[src/rtl/smm_window_ctl.sv]
module smm_window_ctl #(
  parameter logic [31:0] LOW_TOP    = 32'h8000_0000,
  parameter int          EXT_MB     = 16,
  parameter logic [15:0] QUERY_CODE = 16'hFFFF
) (
  input  logic        clk,
  input  logic        rst_n,
  input  logic        cfg_we,
  input  logic [1:0]  cfg_sel,
  input  logic [15:0] cfg_wdata,
  output logic [7:0]  legacy_q,
  output logic [7:0]  ext_q,
  output logic [15:0] query_q,
  input  logic [31:0] acc_addr,
  input  logic        acc_smm,
  output logic [1:0]  route,
  output logic [31:0] ram_addr
);
  localparam logic [31:0] LOW_BASE  = 32'h000A_0000;
  localparam logic [31:0] HIGH_BASE = 32'hFEDA_0000;
  localparam logic [31:0] WIN_SIZE  = 32'h0002_0000;
  localparam logic [15:0] EXT_SIZE  = 16'(EXT_MB);
  localparam logic [15:0] QRY_RST   = (EXT_MB != 0) ? QUERY_CODE : 16'h0000;
  localparam logic [1:0]  RT_RAM = 2'd0, RT_PCI = 2'd1, RT_HOLE = 2'd2;

  logic [3:0]  leg, ext, leg_m, ext_m, leg_nx, ext_nx;
  logic [15:0] qry, qry_nx, tseg_mb;
  logic [35:0] tseg_sz, tseg_lo;
  logic        in_low, in_high, in_tseg;

  wire open = leg[0];
  wire lock = leg[2];
  wire gen  = leg[3];
  wire hen  = ext[0];
  wire ten  = ext[1];

  assign leg_m = lock ? 4'b0010 : 4'b1111;
  assign ext_m = lock ? 4'b0000 : 4'b1111;

  always_comb begin
    leg_nx = (leg & ~leg_m) | (cfg_wdata[3:0] & leg_m);
    if (leg_nx[2]) leg_nx[0] = 1'b0;
    ext_nx = (ext & ~ext_m) | (cfg_wdata[3:0] & ext_m);
    qry_nx = (EXT_MB != 0 && cfg_wdata == QUERY_CODE) ? EXT_SIZE : cfg_wdata;
  end

  always_ff @(posedge clk) begin
    if (!rst_n) begin
      leg <= '0;
      ext <= '0;
      qry <= QRY_RST;
    end else if (cfg_we) begin
      case (cfg_sel)
        2'd0:    leg <= leg_nx;
        2'd1:    ext <= ext_nx;
        2'd2:    qry <= qry_nx;
        default: ;
      endcase
    end
  end

  assign legacy_q = {4'b0, leg};
  assign ext_q    = {4'b0, ext};
  assign query_q  = qry;

  always_comb begin
    case (ext[3:2])
      2'd0:    tseg_mb = 16'd1;
      2'd1:    tseg_mb = 16'd2;
      2'd2:    tseg_mb = 16'd8;
      default: tseg_mb = EXT_SIZE;
    endcase
    if (!ten) tseg_mb = '0;
  end

  assign tseg_sz = {tseg_mb, 20'b0};
  assign tseg_lo = (tseg_sz > {4'b0, LOW_TOP}) ? 36'd0 : {4'b0, LOW_TOP} - tseg_sz;

  assign in_low  = acc_addr >= LOW_BASE  && acc_addr < LOW_BASE + WIN_SIZE;
  assign in_high = acc_addr >= HIGH_BASE && acc_addr < HIGH_BASE + WIN_SIZE;
  assign in_tseg = tseg_mb != 0 && {4'b0, acc_addr} >= tseg_lo && acc_addr < LOW_TOP;

  always_comb begin
    if (in_tseg)
      route = acc_smm ? RT_RAM : RT_HOLE;
    else if (in_low)
      route = ((acc_smm && gen && !hen) || (open && !hen)) ? RT_RAM : RT_PCI;
    else if (in_high)
      route = ((acc_smm && gen && hen) || (open && hen)) ? RT_RAM : RT_PCI;
    else
      route = (acc_addr < LOW_TOP) ? RT_RAM : RT_PCI;
  end

  assign ram_addr = (in_high && !in_tseg && route == RT_RAM) ?
                    LOW_BASE + (acc_addr - HIGH_BASE) : acc_addr;

  a_r3_lock_sticky: assert property (@(posedge clk) disable iff (!rst_n)
    legacy_q[2] |=> legacy_q[2]);
  a_r3_lock_closes: assert property (@(posedge clk) disable iff (!rst_n)
    legacy_q[2] |-> !legacy_q[0]);
  a_r3_ext_frozen: assert property (@(posedge clk) disable iff (!rst_n)
    (legacy_q[2] && $past(legacy_q[2])) |-> $stable(ext_q));
  a_r8_top_hidden: assert property (@(posedge clk) disable iff (!rst_n)
    (!acc_smm && ext_q[1] && acc_addr == LOW_TOP - 32'd1) |-> route == RT_HOLE);
  a_r5_alias_needs_hen: assert property (@(posedge clk) disable iff (!rst_n)
    (route == RT_RAM && acc_addr >= HIGH_BASE && acc_addr < HIGH_BASE + WIN_SIZE) |-> ext_q[0]);
  a_r2_route_legal: assert property (@(posedge clk) disable iff (!rst_n)
    route != 2'd3);
endmodule

[config.mk]
export PLATFORM = sky130hd
export DESIGN_NAME = smm_window_ctl
export DESIGN_NICKNAME = d
export VERILOG_FILES = /design/src/rtl/smm_window_ctl.sv
export SDC_FILE = /design/constraint.sdc
export NUM_CORES = 1
export LEC_CHECK = 0
export CAP_MARGIN = 20
export CORE_MARGIN = 5
export CORE_UTILIZATION = 39
export DETAILED_ROUTE_END_ITERATION = 8
export PLACE_DENSITY = 0.86
export SLEW_MARGIN = 20
export SYNTH_ARGS = -nofsm -noshare
export SYNTH_HDL_FRONTEND = slang
export SYNTH_SLANG_ARGS = --single-unit
[constraint.sdc]
create_clock -name clk -period 6.8 [get_ports clk]
set_input_delay 0.68 -clock clk [delete_from_list [all_inputs] [get_ports clk]]
set_output_delay 0.68 -clock clk [all_outputs]
set_load 0.01 [all_outputs]
* Word level (Yosys, flattened, before mapping)
Cells that the tools add are included.
Storage, ports and cells: output and inout port bits 66, ROM bits 0, latch bits 0, input port bits 54, register bits 24, memories 0, word-level logic and storage cells 63, bits in writable memories 0
Operators by class: shift operators 0, reduce and logical (&&, ||, !) cells 22, $add $sub $neg 3, bitwise operators 8, mux-type cells 15, multipliers 0, divide/modulo/power cells 0, magnitude comparators 7, eq/ne operators 5
Operators with widths (number):
- $lt A32 B32 Y1 const B | 2
- $ge A32 B36 Y1 | 1
- $gt A36 B32 Y1 const B | 1
- $mux W36 | 1
- $sub A32 B36 Y36 const A | 1
- $add A20 B32 Y32 const A | 1
- $ge A32 B20 Y1 const B | 1
- $ge A32 B32 Y1 const B | 1
- $lt A32 B20 Y1 const B | 1
- $mux W16 | 2
- $mux W32 | 1
- $sub A32 B32 Y32 const B | 1
- $and A4 B4 Y4 | 4
- $eq A16 B16 Y1 const B | 1
- $reduce_bool A16 Y1 | 1
- $pmux W5 S3 | 1
- $logic_and A1 B1 Y1 | 11
- $mux W4 | 2
- $not A4 Y4 | 2
- $or A4 B4 Y4 | 2
- $logic_not A2 Y1 | 3
- $mux W1 | 6
- $reduce_and A2 Y1 | 3
- $eq A2 B1 Y1 const B | 2
- other kinds (4) | 8

* Depth between registers and ports, before layout
Gate-level depths: netlist of the first run.
word-level depth 12, gate-level depth with buffers 9, depth with buffers taken out 9

* Worst setup path after synthesis of the first run
No wires, ideal clock.
path type reg-to-output, start register with a tool-made name, end output port ram_addr[22], arrival 2.331 ns, required time 6.120 ns, setup slack 3.789 ns, cell stages (with the launch flop) 10, path buffers 0, cell sequence dfxtp_1 -> or3b_1 -> ha_1 -> inv_1 -> ha_1 -> o21a_1 -> o311a_1 -> o2111ai_2 -> o211ai_2 -> o21ai_0
RTL lines:
- end: declaration | line 17 | output logic [31:0] ram_addr

* Final worst setup path of the first run
start input port acc_addr[21], end output port ram_addr[20]
Between the ends: cells in the longest elaborated chain, start to end 8, elaborated cells between the ends (all ways) 19, those cells by class order compare: 6; mux: 5; reduce/logical: 8
RTL lines:
- start: declaration | line 14 | input logic [31:0] acc_addr,
- $lt A32 B32 Y1 (tied with other cells) | line 81, 91
- $mux W1 or $logic_and A1 B1 Y1 (tied branches) | line 91, 80
- $mux W1 | line 88 | else if (in_high)
- $mux W1 | line 86 | else if (in_low)
- $mux W2 | line 84 | if (in_tseg)
- $logic_not A2 Y1 | line 94 | assign ram_addr = (in_high && !in_tseg && route == RT_RAM) ?
- $logic_and A1 B1 Y1 * | line 94
- $mux W32 * | line 94
Every way passes the cells marked *; elsewhere a longest branch is shown, timed or not.

==> results of run 1 <==
metal layers:
layer / wire length (um) / part of all wire
met1: 2232 / 0.39
met2: 2627 / 0.46
met3: 774 / 0.14
met4: 53 / 0.0093
met5: 0 / 0
cell type report:
cell class | instances | area share
clock inverters | 1 | 0.01052
multi-input cells | 173 | 0.3896
well taps | 52 | 0.02279
repair buffers | 111 | 0.3891
clock buffers | 3 | 0.01446
inverters | 4 | 0.005259
flip-flops and latches | 24 | 0.1683
report_power, final:
part           switching [W]  internal [W]
combinational      0.0000545     0.0000727
sequential        0.00000443      0.000147
clock              0.0000439     0.0000786
worst max path at each step:
stage                 startpoint           end  slack (ns)  cells past startpoint
global route        acc_addr[21]  ram_addr[20]        2.65                      9
floorplan                   flop  ram_addr[22]        3.79                      9
CTS                 acc_addr[21]  ram_addr[20]        2.85                      9
finish              acc_addr[21]  ram_addr[20]        2.86                      9
global placement    acc_addr[21]  ram_addr[20]        2.96                      9
detailed placement  acc_addr[21]  ram_addr[20]        2.88                      9
critical path: stages:
cell             delay, ns
clkdlybuf4s50_1       0.48
inv_1                 0.15
ha_1                  0.19
nor4b_1               0.25
nand4_1               0.18
o21bai_1              0.30
a2111o_1              0.28
a21boi_0              0.19
clkdlybuf4s50_1       0.56
cell families (layout without fill, tap and decap cells):
group,Yosys count,after routing,synth area share
other,1,8,0.002067
XOR/XNOR,1,1,0.004828
buffers and inverters,37,119,0.1365
flip-flops,24,24,0.2648
adder cells (fa/ha/maj),13,13,0.08966
multiplexers,7,7,0.03862
AND/OR/NAND/NOR,110,110,0.3262
AO/OA/AOI/OAI,34,34,0.1372
layout by cell type (no fill, tap or decap), types with 2 or more instances in the layout:
cell type,Yosys,routed
nor3_1,3,3
nand3b_1,2,2
nor4_1,4,4
ha_1,13,13
a21oi_1,4,4
or3b_1,2,2
a211oi_1,2,2
and2_1,5,5
nand4_1,5,5
o21bai_1,2,2
mux2i_1,7,7
nor2_1,6,6
o31ai_1,4,4
nor2b_1,11,11
nor3b_1,2,2
conb_1,1,8
clkdlybuf4s50_1,0,111
inv_1,4,4
clkbuf_8,0,3
o21ai_0,10,10
dfxtp_1,24,24
and4bb_2,2,2
nand2_1,43,43
nand3_1,16,16
through the flow:
step	cell area (um^2)	setup WS, ns	hold WS (ns)
global placement	2784	2.964	0.4498
global route	2855	2.649	0.4942
floorplan	1841	3.789	0.4950
CTS	2855	2.847	0.4791
finish	2855	2.865	0.4755
detailed placement	2784	2.875	0.4551
==> results.toml, run 1 <==
[placement]
gp_congestion = 0.8877
io_buffers = 111
hpwl_um = 4679
dp.cells = 364

[logic_synthesis]
synth_top_flop_cell = "dfxtp_1"
synthCells = 227
yosysMostFrequentCell = "nand2_1"
ys_top_cells_by_area = "dfxtp_1 (26%), buf_4 (12%), ha_1 (9.0%)"
yosys_warnings = 0
postSynthAreaPerCell_um2 = 7.992
async_flop_share = 0
ys_ff_latch = 24
synth_common_cells = "nand2_1 (43), buf_4 (29), dfxtp_1 (24)"
synth_top_area_frac = 0.2648
synth_area_um2 = 1814
seq_area_frac_synth = 0.2648
synth-edff-count = 0
yosysTopAreaCell = "dfxtp_1"
yosysUniqueCellTypes = 46

[run_status]
status = "finished clean"

[cts]
cts_max_path_buffers = 2
clk_pin_slew_worst_paths_ns = 0.09
postCtsHoldBufs = 0
clockRootBuffer = "clkbuf_8"
cts_buffers = 3
cts_num_sinks = 24
post_cts_resized = 0
post_cts_buffers = 0
cts_htree_levels = 1
clock_latency_ns = 0.26
cts_tree = "done"

[setup_path]
reg2reg_from = "leg[2]$_SDFFE_PN0P_"
worstRegToRegCells = 3
path_class = "primary input to primary output"
endpoint_kind = "primary output"
crit_path_start_kind = "primary input"
critPathRequiredTime_ns = 6.12
crit_fanout = 6
r2r_setup_slack_ns = 5.37
cp_data_arrival_time_ns = 3.26

[timing]
fin_skew_ns = 0.004337
max-slew-margin-rel = 0.3777
post-route-period-util = 0.5787
layout_min_cycle_time_ns = 3.935
slew_viol_final = 0
worst_slew_pin_slew_ns = 0.9300
rsz0062_at_grt = "no"
hold_viol = 0
setup_viol = 0
finalSetupTns_ns = 0
fmax_ghz = 0.2541

[routing]
vias_per_cell = 5.408
totalWireLength_um = 5687
dr.pass1.iters = 5
postRouteAntennaNets = 0
drcViolationCount = 0
drt_iter0_drc = 119
wl_per_cell_um = 15.45
via_count = 1990

[grt]
grt_max_degree = 25
grt_pass1_wl_um = 9190
antenna_found_initial = 0
grt_usage = 0.1808
met1_usage = 0.2110
grt_busiest_layer = "met2"
use_met3 = 0.06293
overflow = 0
met2_usage = 0.3168
grt_pass1_vias = 1973

[floorplanning]
start_util = 0.4082
die_w_um = 78.21
fp.dieArea_um2 = 6116
num_rows = 24
floorplan.io_pins = 120
core_area_um2 = 4444
die_y_um = 78.21

[min_path]
hp-class = "flop to flop"
hold_path.startpoint = "query_q[11]$_SDFFE_PN1P_"
min_to = "query_q[11]$_SDFFE_PN1P_"
min_path_cells = 2

[power]
vdd_ir_drop_max_mv = 0.1208
p_leak_nw = 1.120
p_per_area_nw_per_um2 = 140.4
total_power_w = 0.0004010

[cells_and_area]
antenna_cells = 0
nNetsFinal = 384
seqCellArea_um2 = 480.5
postLayoutCoreUtil = 0.6425
syn_to_final_growth_pct = 57.38
finalNonFillerCells = 368
fill_cells = 372
layout-drive-gt1-share = 0.03797
multi_input_area_um2 = 1112

[flow_run]
maxCapViolCount = 0
No activity file was read; power rests on OpenSTA's default activity.
==> run 2, diff against run 1 <==
- CORE_UTILIZATION: 39 -> 36
- PLACE_DENSITY: 0.86 -> 0.81
- clock period: 6.8 -> 4.1 ns (I/O delays scaled with it)
==> run 2 against run 1 <==
Net effect: hold slack got worse by 0.0025 ns; largest cell class unchanged; largest power group unchanged; first-iteration DRC count fell by 68%; sequential share of layout area about the same; critical endpoint is now ram_addr[28]; critical path type is now flop to primary output; sequential cell count unchanged; cell count rose by 4.1%.
==> results.toml, run 2 (synthesis results as in run 1) <==
[run_status]
status = "finished clean"

[routing]
postRouteAntennaNets = 0
drt_iter0_drc = 38
drcViolationCount = 0
dr.pass1.iters = 4
via_count = 1929
wl_per_cell_um = 14.85
vias_per_cell = 5.037
totalWireLength_um = 5686

[cts]
postCtsHoldBufs = 0
post_cts_buffers = 0
cts_max_path_buffers = 2
clockRootBuffer = "clkbuf_8"
cts_tree = "done"
clock_latency_ns = 0.26
cts_num_sinks = 24
cts_buffers = 3
clk_pin_slew_worst_paths_ns = 0.08
cts_htree_levels = 1
post_cts_resized = 0

[grt]
overflow = 0
use_met3 = 0.07206
grt_max_degree = 25
grt_pass1_vias = 1895
met2_usage = 0.3013
met1_usage = 0.1718
grt_pass1_wl_um = 8597
grt_usage = 0.1627
grt_busiest_layer = "met2"
antenna_found_initial = 0

[timing]
fmax_ghz = 0.2796
hold_viol = 0
rsz0062_at_grt = "no"
worst_slew_pin_slew_ns = 0.8549
setup_viol = 0
slew_viol_final = 0
post-route-period-util = 0.8723
finalSetupTns_ns = 0
fin_skew_ns = 0.004118
max-slew-margin-rel = 0.4280
layout_min_cycle_time_ns = 3.576

[setup_path]
worstPathCellList = "or3b_1 > ha_1 > inv_1 > ha_1 > o21a_1 > o311a_1 > o2111ai_2 > o211ai_2 > o21ai_0 > clkdlybuf4s50_1"
worstRegToRegCells = 3
crit_fanout = 9
slowest_stage = "clkdlybuf4s50_1"
cpPeakStageDelay_ns = 0.57
endpoint_kind = "primary output"
crit_path_start_kind = "flop"
path_class = "flop to primary output"
r2r_setup_slack_ns = 2.67
cp_data_arrival_time_ns = 3.17
reg2reg_from = "leg[2]$_SDFFE_PN0P_"
critPathRequiredTime_ns = 3.69
cpMostUsedCell = "ha_1"

[floorplanning]
start_util = 0.3766
die_y_um = 80.99
fp.dieArea_um2 = 6559
core_area_um2 = 4817
floorplan.io_pins = 120
num_rows = 25
die_w_um = 80.99

[cells_and_area]
postLayoutCoreUtil = 0.5932
antenna_cells = 0
layout-drive-gt1-share = 0.03797
finalNonFillerCells = 383
syn_to_final_growth_pct = 57.52
layout_common_cells = "clkdlybuf4s50_1 (111), nand2_1 (43), dfxtp_1 (24)"
final_common_cell = "clkdlybuf4s50_1"
nNetsFinal = 384

[power]
p_per_area_nw_per_um2 = 216.2
p_leak_nw = 1.113
vdd_ir_drop_max_mv = 0.1911

[min_path]
hp-class = "flop to flop"
min_to = "query_q[6]$_SDFFE_PN1P_"
min_path_cells = 2
hold_path.startpoint = "query_q[6]$_SDFFE_PN1P_"

[placement]
gp_congestion = 0.8590
hpwl_um = 4708
dp.cells = 379
io_buffers = 111

[flow_run]
maxCapViolCount = 0
==> run 2: changes by cell type in the layout (fill, tap and decap cells not counted), sizes merged <==
cell,previous run,this run
clkbuf,3,4
bufinv,1,0
==> run 2: layer usage <==
layer	part of all wire	wire [um]
met5	0	0
met4	0.0025	14
met3	0.15	881
met2	0.47	2648
met1	0.38	2140
==> run 2: metrics by stage <==
stage | area [um^2] | total power, W | hold slack [ns] | setup WS (ns)
6_report | 2858 | 0.0006177 | 0.4729 | 0.5235
5_1_grt | 2858 | 0.0006552 | 0.4891 | 0.3219
4_1_cts | 2858 | 0.0006231 | 0.4769 | 0.4945
3_5_place_dp | 2803 | 0.0004670 | 0.4559 | 0.7643
3_3_place_gp | 2803 | 0.0004630 | 0.4494 | 0.7728
2_1_floorplan | 1841 | 0.0003525 | 0.4950 | 1.359
==> run 2: critical path: cells and delay by family (launching register included) <==
kind,cells,cell delay [ns]
AO/OA/AOI/OAI,5,0.89
adder cells (fa/ha/maj),2,0.54
buffers and inverters,2,0.61
flip-flops,1,0.47
AND/OR/NAND/NOR,1,0.40
==> run 2: how the worst max path moves through the flow <==
stage / startpoint / to / slack, ns / depth (start not counted)
finish: flop / ram_addr[28] / 0.52 / 10
global route: flop / ram_addr[28] / 0.32 / 10
CTS: flop / ram_addr[28] / 0.49 / 10
detailed placement: acc_addr[21] / ram_addr[20] / 0.76 / 9
global placement: acc_addr[21] / ram_addr[20] / 0.77 / 9
floorplan: flop / ram_addr[22] / 1.36 / 9
==> run 2: final cells by class <==
cell class              count  area, um^2
clock buffers               4       55.05
fillers                   437        1959
inverters                   4       15.01
multi-input cells         173        1112
flip-flops and latches     24       480.5
well taps                  67       83.83
repair buffers            111        1111
==> run 2: report_power, final <==
part | internal [W] | leakage, nW | total (W) | switching, W
combinational | 0.000121 | 0.888 | 0.000210 | 0.0000893
sequential | 0.000244 | 0.196 | 0.000251 | 0.00000705
clock | 0.0000856 | 0.0288 | 0.000157 | 0.0000718
total | 0.000450 | 1.11 | 0.000618 | 0.000168
